--- config.mk ---
export PLATFORM = sky130hd
export DESIGN_NAME = lpddr_dpd_ctrl
export DESIGN_NICKNAME = d
export VERILOG_FILES = /design/src/rtl/dpd_pkg.sv /design/src/rtl/dpd_trp_tracker.sv /design/src/rtl/dpd_stab_timer.sv /design/src/rtl/dpd_seq_fsm.sv /design/src/rtl/dpd_out_reg.sv /design/src/rtl/lpddr_dpd_ctrl.sv
export SDC_FILE = /design/constraint.sdc
export NUM_CORES = 1
export LEC_CHECK = 0
export BUFFER_PORTS_ARGS = -buffer_cell sky130_fd_sc_hd__clkbuf_2
export CELL_PAD_IN_SITES_DETAIL_PLACEMENT = 2
export CELL_PAD_IN_SITES_GLOBAL_PLACEMENT = 2
export CORE_UTILIZATION = 36
export DETAILED_ROUTE_END_ITERATION = 8
export PLACE_DENSITY_LB_ADDON = 0.3
export SKIP_CTS_REPAIR_TIMING = 1
export SLEW_MARGIN = 20
export SYNTH_ARGS = -nofsm -noshare
export SYNTH_HDL_FRONTEND = slang
export SYNTH_SLANG_ARGS = --single-unit
--- constraint.sdc ---
create_clock -name clk -period 5 [get_ports clk]
set_input_delay 1.5 -clock clk [delete_from_list [all_inputs] [get_ports clk]]
set_output_delay 1.5 -clock clk [all_outputs]
set_load 0.005 [all_outputs]
--- src/rtl/dpd_pkg.sv ---
package dpd_pkg;

  typedef enum logic [2:0] {
    ST_IDLE,
    ST_WAIT_TRP,
    ST_ENTER,
    ST_IN_DPD,
    ST_EXIT_WAIT,
    ST_REINIT_REQ
  } dpd_state_e;

  typedef struct packed {
    logic cs_n;
    logic ras_n;
    logic cas_n;
    logic we_n;
  } dram_cmd_t;

  localparam dram_cmd_t CMD_DESEL = '{cs_n: 1'b1, ras_n: 1'b1, cas_n: 1'b1, we_n: 1'b1};
  localparam dram_cmd_t CMD_NOP   = '{cs_n: 1'b0, ras_n: 1'b1, cas_n: 1'b1, we_n: 1'b1};
  localparam dram_cmd_t CMD_SLEEP = '{cs_n: 1'b0, ras_n: 1'b1, cas_n: 1'b1, we_n: 1'b0};

endpackage

--- src/rtl/dpd_trp_tracker.sv ---
module dpd_trp_tracker #(
  parameter int unsigned TRP_CYC = 3
) (
  input  logic clk,
  input  logic rst,
  input  logic pre_seen,
  output logic trp_met
);
  localparam int unsigned CW = $clog2(TRP_CYC + 1);
  localparam logic [CW-1:0] CNT_MAX = CW'(TRP_CYC);

  logic [CW-1:0] since_pre;

  always_ff @(posedge clk) begin
    if (rst) begin
      since_pre <= CNT_MAX;
    end else if (pre_seen) begin
      since_pre <= '0;
    end else if (since_pre != CNT_MAX) begin
      since_pre <= since_pre + 1'b1;
    end
  end

  // a precharge in the current cycle restarts the window, so it also blocks entry
  assign trp_met = (since_pre == CNT_MAX) && !pre_seen;

  AST_TRP_CNT_SAT: assert property (@(posedge clk) disable iff (rst)
    since_pre <= CNT_MAX);

  AST_TRP_RESTART: assert property (@(posedge clk) disable iff (rst)
    pre_seen |=> (since_pre == '0));

endmodule

--- src/rtl/dpd_stab_timer.sv ---
module dpd_stab_timer #(
  parameter int unsigned STAB_CYC = 40000
) (
  input  logic clk,
  input  logic rst,
  input  logic clear,
  input  logic run,
  output logic done
);
  localparam int unsigned CW = $clog2(STAB_CYC + 1);
  localparam logic [CW-1:0] LAST = CW'(STAB_CYC - 1);

  logic [CW-1:0] elapsed;

  always_ff @(posedge clk) begin
    if (rst || clear) begin
      elapsed <= '0;
    end else if (run && (elapsed != LAST)) begin
      elapsed <= elapsed + 1'b1;
    end
  end

  assign done = run && (elapsed == LAST);

  AST_STAB_BOUND: assert property (@(posedge clk) disable iff (rst)
    elapsed <= LAST);

endmodule

--- src/rtl/dpd_seq_fsm.sv ---
module dpd_seq_fsm
  import dpd_pkg::*;
(
  input  logic       clk,
  input  logic       rst,
  input  logic       dpd_req,
  input  logic       wake_req,
  input  logic       clk_stable,
  input  logic       banks_idle,
  input  logic       bus_busy,
  input  logic       trp_met,
  input  logic       stab_done,
  input  logic       init_done,
  output dpd_state_e state,
  output dpd_state_e nxt
);
  logic entry_ok;
  logic wake_pend;
  logic wake_any;

  assign entry_ok = banks_idle && !bus_busy && trp_met;
  assign wake_any = wake_pend || wake_req;

  always_comb begin
    nxt = state;
    unique case (state)
      ST_IDLE:       if (dpd_req) nxt = entry_ok ? ST_ENTER : ST_WAIT_TRP;
      ST_WAIT_TRP:   if (entry_ok) nxt = ST_ENTER;
      ST_ENTER:      nxt = ST_IN_DPD;
      ST_IN_DPD:     if (wake_any && clk_stable) nxt = ST_EXIT_WAIT;
      ST_EXIT_WAIT:  if (stab_done) nxt = ST_REINIT_REQ;
      ST_REINIT_REQ: if (init_done) nxt = ST_IDLE;
      default:       nxt = ST_IDLE;
    endcase
  end

  always_ff @(posedge clk) begin
    if (rst) begin
      state     <= ST_IDLE;
      wake_pend <= 1'b0;
    end else begin
      state     <= nxt;
      wake_pend <= ((state == ST_ENTER) || (state == ST_IN_DPD)) &&
                   (nxt != ST_EXIT_WAIT) && wake_any;
    end
  end

  AST_PEND_HELD: assert property (@(posedge clk) disable iff (rst)
    (state == ST_WAIT_TRP) |=> (state == ST_WAIT_TRP) || (state == ST_ENTER));

  AST_ENTER_ONE: assert property (@(posedge clk) disable iff (rst)
    (state == ST_ENTER) |=> (state == ST_IN_DPD));

endmodule

--- src/rtl/dpd_out_reg.sv ---
module dpd_out_reg
  import dpd_pkg::*;
(
  input  logic       clk,
  input  logic       rst,
  input  dpd_state_e state,
  input  dpd_state_e nxt,
  output logic       cke,
  output dram_cmd_t  cmd,
  output logic       in_dpd,
  output logic       cmd_own,
  output logic       data_lost,
  output logic       init_start
);
  logic      asleep_d;
  dram_cmd_t cmd_d;

  assign asleep_d = (nxt == ST_ENTER) || (nxt == ST_IN_DPD);

  always_comb begin
    cmd_d = CMD_DESEL;
    if (nxt == ST_ENTER)          cmd_d = CMD_SLEEP;
    else if (nxt == ST_EXIT_WAIT) cmd_d = CMD_NOP;
  end

  always_ff @(posedge clk) begin
    if (rst) begin
      cke        <= 1'b1;
      cmd        <= CMD_DESEL;
      in_dpd     <= 1'b0;
      cmd_own    <= 1'b0;
      data_lost  <= 1'b0;
      init_start <= 1'b0;
    end else begin
      cke        <= !asleep_d;
      cmd        <= cmd_d;
      in_dpd     <= asleep_d;
      cmd_own    <= asleep_d || (nxt == ST_EXIT_WAIT);
      data_lost  <= data_lost || (nxt == ST_ENTER);
      init_start <= (nxt == ST_REINIT_REQ) && (state != ST_REINIT_REQ);
    end
  end

  AST_LOST_STICKY: assert property (@(posedge clk) disable iff (rst)
    data_lost |=> data_lost);

  AST_INIT_ONE_CYCLE: assert property (@(posedge clk) disable iff (rst)
    init_start |=> !init_start);

endmodule

--- src/rtl/lpddr_dpd_ctrl.sv ---
module lpddr_dpd_ctrl
  import dpd_pkg::*;
#(
  parameter int unsigned CLK_MHZ  = 200,
  parameter int unsigned STAB_US  = 200,
  parameter int unsigned STAB_CYC = CLK_MHZ * STAB_US,
  parameter int unsigned TRP_CYC  = 3
) (
  input  logic clk,
  input  logic rst,
  input  logic dpd_req,
  input  logic wake_req,
  input  logic clk_stable,
  input  logic banks_idle,
  input  logic bus_busy,
  input  logic pre_seen,
  input  logic init_done,
  output logic cke,
  output logic cs_n,
  output logic ras_n,
  output logic cas_n,
  output logic we_n,
  output logic in_dpd,
  output logic cmd_own,
  output logic data_lost,
  output logic init_start
);
  dpd_state_e state;
  dpd_state_e nxt;
  logic       trp_met;
  logic       stab_done;
  logic       stab_clear;
  logic       stab_run;
  dram_cmd_t  cmd;

  assign stab_clear = (nxt == ST_EXIT_WAIT) && (state != ST_EXIT_WAIT);
  assign stab_run   = (state == ST_EXIT_WAIT);

  dpd_trp_tracker #(.TRP_CYC(TRP_CYC)) trp_i (
    .clk     (clk),
    .rst     (rst),
    .pre_seen(pre_seen),
    .trp_met (trp_met)
  );

  dpd_stab_timer #(.STAB_CYC(STAB_CYC)) stab_i (
    .clk  (clk),
    .rst  (rst),
    .clear(stab_clear),
    .run  (stab_run),
    .done (stab_done)
  );

  dpd_seq_fsm fsm_i (
    .clk       (clk),
    .rst       (rst),
    .dpd_req   (dpd_req),
    .wake_req  (wake_req),
    .clk_stable(clk_stable),
    .banks_idle(banks_idle),
    .bus_busy  (bus_busy),
    .trp_met   (trp_met),
    .stab_done (stab_done),
    .init_done (init_done),
    .state     (state),
    .nxt       (nxt)
  );

  dpd_out_reg out_i (
    .clk       (clk),
    .rst       (rst),
    .state     (state),
    .nxt       (nxt),
    .cke       (cke),
    .cmd       (cmd),
    .in_dpd    (in_dpd),
    .cmd_own   (cmd_own),
    .data_lost (data_lost),
    .init_start(init_start)
  );

  assign cs_n  = cmd.cs_n;
  assign ras_n = cmd.ras_n;
  assign cas_n = cmd.cas_n;
  assign we_n  = cmd.we_n;

  AST_ENTRY_GUARD: assert property (@(posedge clk) disable iff (rst)
    (!cke && !cs_n && !we_n) |-> $past(banks_idle && !bus_busy && trp_met));

  AST_CKE_LOW_ASLEEP: assert property (@(posedge clk) disable iff (rst)
    in_dpd |-> !cke);

  AST_CKE_RISE_NOP: assert property (@(posedge clk) disable iff (rst)
    $rose(cke) |-> (!cs_n && ras_n && cas_n && we_n));

  AST_EXIT_CLK_OK: assert property (@(posedge clk) disable iff (rst)
    $rose(cke) |-> $past(clk_stable));

  AST_LOST_ON_ENTRY: assert property (@(posedge clk) disable iff (rst)
    $fell(cke) |-> data_lost);

endmodule

==> results.rst <==
.. list-table::
   :header-rows: 1

   * - Metric
     - Value
   * - Status
     - finished clean
   * - Source of the worst register-to-register timing path
     - fsm_i.state[2]
   * - Hold path startpoint
     - stab_i.elapsed[5]
   * - Proportion of layout cells with a drive suffix above 1
     - 16.6%
   * - Number of enable-type register cells in the synthesized netlist
     - 0
   * - Drt via density
     - 5.58
   * - DP Wirelength
     - 2390 um
   * - Starting density of the core
     - 38.2%
   * - Internal cell power
     - 0.402 mW
   * - Synth warnings
     - 0
   * - Filler cells
     - 395
   * - NumNets Final
     - 173
   * - Gate power share
     - 5.7%
   * - Total grt overflow
     - 0
   * - Share of total power in sequential cells
     - 46.9%
   * - Largest buffer count on any clock path
     - 2
   * - Synthesized netlist cell count
     - 145
   * - Post-route clock period utilization
     - 55.9%
   * - Average instance area after synthesis
     - 8.99 sq um
   * - Clk slew on worst S/H paths
     - 100 ps
   * - Detailed-router iteration count before antenna repair
     - 4
   * - Worst setup slack before clock tree synthesis
     - 1970 ps
   * - Clock root buffer
     - clkbuf_4
   * - Final Hold Viols
     - 0
   * - Class of the tightest hold or removal check
     - reg -> reg
   * - Diode insertion count for antenna repair
     - 0
   * - Launch point of the worst path
     - dpd_req
   * - Power density cells
     - 337 nW/um^2
   * - Classification of the worst setup path
     - in -> reg
   * - Routability Congestion
     - 0.829
   * - Relative max-transition margin
     - 35.1%
   * - Switching share of power
     - 21.2%
   * - Cell variety after synth
     - 44
   * - Max-Cap Viols
     - 0
   * - Total number of placement rows
     - 21
   * - Via count of the first global-routing pass
     - 1,259
   * - Overall routing resource usage
     - 20.6%
   * - Core Box Area
     - 3420 sq um
   * - First-pass GRT wire length
     - 6200 um
   * - Final critical delay including setup and external delays
     - 2800 ps
   * - Drc violations
     - 0
   * - Die area
     - 3870 sq um
   * - Max Transition Viols Final
     - 0
   * - Average wire per standard cell
     - 16.5 um
   * - Register area share after synthesis
     - 44.5%
   * - Endpoint arrival time on the critical path
     - 2970 ps
   * - Sum Neg Setup Slack
     - 0 ps
   * - Port bufs
     - 15
   * - Synth async-reset ratio
     - 0%
   * - Share of power burned in the clock network
     - 47.4%
   * - Required time of the critical path
     - 5180 ps
   * - Max H-tree Level
     - 2
   * - Switching Power
     - 0.108 mW
   * - Measured slew at the worst slew-check pin
     - 973 ps
   * - Total leakage power
     - 0.541 nW
   * - Antenna-violating nets left
     - 0
   * - Setup crit start kind
     - input pin
   * - Synth Flop Type
     - dfxtp_1
   * - Number of antenna violations at the first check in global routing
     - 0
   * - Count of state elements after synthesis
     - 29
   * - Unrepaired setup endpoints after global routing
     - no
   * - Maximum number of pins on one net before global-route repair
     - 16
   * - F_max
     - 358 MHz
   * - Growth of design area from synthesis to finish
     - 15.9%
   * - Final Non-Filler Cells
     - 209
   * - Number of buffers created by CTS
     - 5
   * - Type of element capturing the critical path
     - flip-flop
   * - CTS sink count
     - 29
   * - Skew-Pair Late Insertion Delay
     - 330 ps
   * - Finish-stage setup viols
     - 0
   * - Worst Path Max Fanout
     - 7
   * - Final Skew
     - 6.61 ps
   * - Netlist Area Pre-Place
     - 1300 sq um
   * - Count of vias placed by the detailed router
     - 1,167
   * - Number of cells in the design after placement
     - 201
   * - Worst path setup slack after routing
     - 2200 ps
   * - Number of top-level design ports
     - 18
   * - Overall die width
     - 62.2 um
   * - Number of violations reported at the end of detailed-routing iteration 0
     - 38
   * - Final wirelength
     - 3440 um
   * - IR drop worst, VDD
     - 0.195 mV
   * - CTS tree
     - done
   * - Overall die height
     - 62.2 um
-- layout make-up --
class / instances / area [sq um] / share of cell area (%)
clock buffer: 5 / 37.5 / 2.48
clock inverter: 3 / 65.1 / 4.30
inverter: 7 / 26.3 / 1.74
multi-input combinational: 104 / 669 / 44.3
sequential: 29 / 581 / 38.4
tap: 46 / 57.6 / 3.81
timing repair buffer: 15 / 75.1 / 4.97
-- critical path, cell delays in order --
cell	delay [ps]
clkbuf_2	80
o21ba_2	200
a21boi_0	140
a221oi_1	870
o21ai_0	190
-- sequential cells by signal, summed over array words and instances, names as in the netlist --
name	count
out_i.cmd	2
trp_i.since_pre	2
out_i.in_dpd	1
out_i.cke	1
out_i.init_start	1
out_i.cmd_own	1
fsm_i.state	3
out_i.data_lost	1
fsm_i.wake_pend	1
stab_i.elapsed	16
-- layout by cell type (no fill, tap or decap), types with 3 or more instances in the layout --
cell       n
dfxtp_1   29
clkbuf_2  15
nand2_1    9
nor2_1     9
o21ai_0    8
inv_1      7
nand3_1    7
a21oi_1    6
xnor2_1    6
nor3_1     5
clkbuf_4   5
nand4_1    4
or3_1      4
nor4_1     4
and2_1     3
o311ai_0   3
o41ai_1    3
-- per-stage QoR --
stage	hold WS [ps]	utilization (%)	total power [mW]	cell area, sq um
2_1_floorplan	439	-	0.262	1310
3_3_place_gp	457	41.2	0.271	1410
3_5_place_dp	481	41.2	0.273	1410
4_1_cts	495	44.2	0.515	1510
5_1_grt	523	44.2	0.533	1510
6_report	490	44.2	0.509	1510
-- routing by layer --
| metal | share of wire, % | GRT usage (%) |
|---|---|---|
| met2 | 49 | 35.2 |
| met1 | 46 | 24.8 |
| met5 | 0 | 0 |
| met3 | 3.4 | 5.88 |
| met4 | 2.0 | 6.98 |
-- power groups by stage --
stage               logic, mW  clock network, mW  registers, mW
floorplan              0.0188                  0          0.243
finish                 0.0291              0.241          0.239
global route           0.0334              0.259          0.240
detailed placement     0.0287                  0          0.244
global placement       0.0265                  0          0.244
CTS                    0.0296              0.246          0.239
-- synthesized netlist by cell type, types with 3 or more instances --
| master | count | area (sq um) |
|---|---|---|
| nor2_1 | 9 | 33.8 |
| clkbuf_1 | 3 | 11.3 |
| inv_1 | 7 | 26.3 |
| xnor2_1 | 6 | 52.6 |
| a21oi_1 | 6 | 30.0 |
| nand2_1 | 9 | 33.8 |
| nand3_1 | 7 | 35.0 |
| nand4_1 | 4 | 25.0 |
| o21ai_0 | 8 | 40.0 |
| nor3_1 | 5 | 25.0 |
| or3_1 | 4 | 25.0 |
| nor4_1 | 4 | 25.0 |
| o311ai_0 | 3 | 26.3 |
| and2_1 | 3 | 18.8 |
| dfxtp_1 | 29 | 581 |
| o41ai_1 | 3 | 26.3 |
-- path summary, 6_finish.rpt --
kind / to / slack [ps] / cells after the start
worst min register to register: stab_i.elapsed[5] / 490 / 1
worst min-delay path: stab_i.elapsed[5] / 490 / 1
worst max register to register: stab_i.elapsed[15] / 2830 / 4
worst max-delay path: out_i.cmd[3] / 2200 / 5
-- cells by family after synthesis --
logic type	synth area share [%]
simple gates	25.9
other cells	0.288
flops	44.5
mux	0.768
compound gates	17.5
xor+xnor	4.70
buf+inv	4.41
fa+ha+maj	1.92
Note: power is estimated with default switching activity, not from simulation.
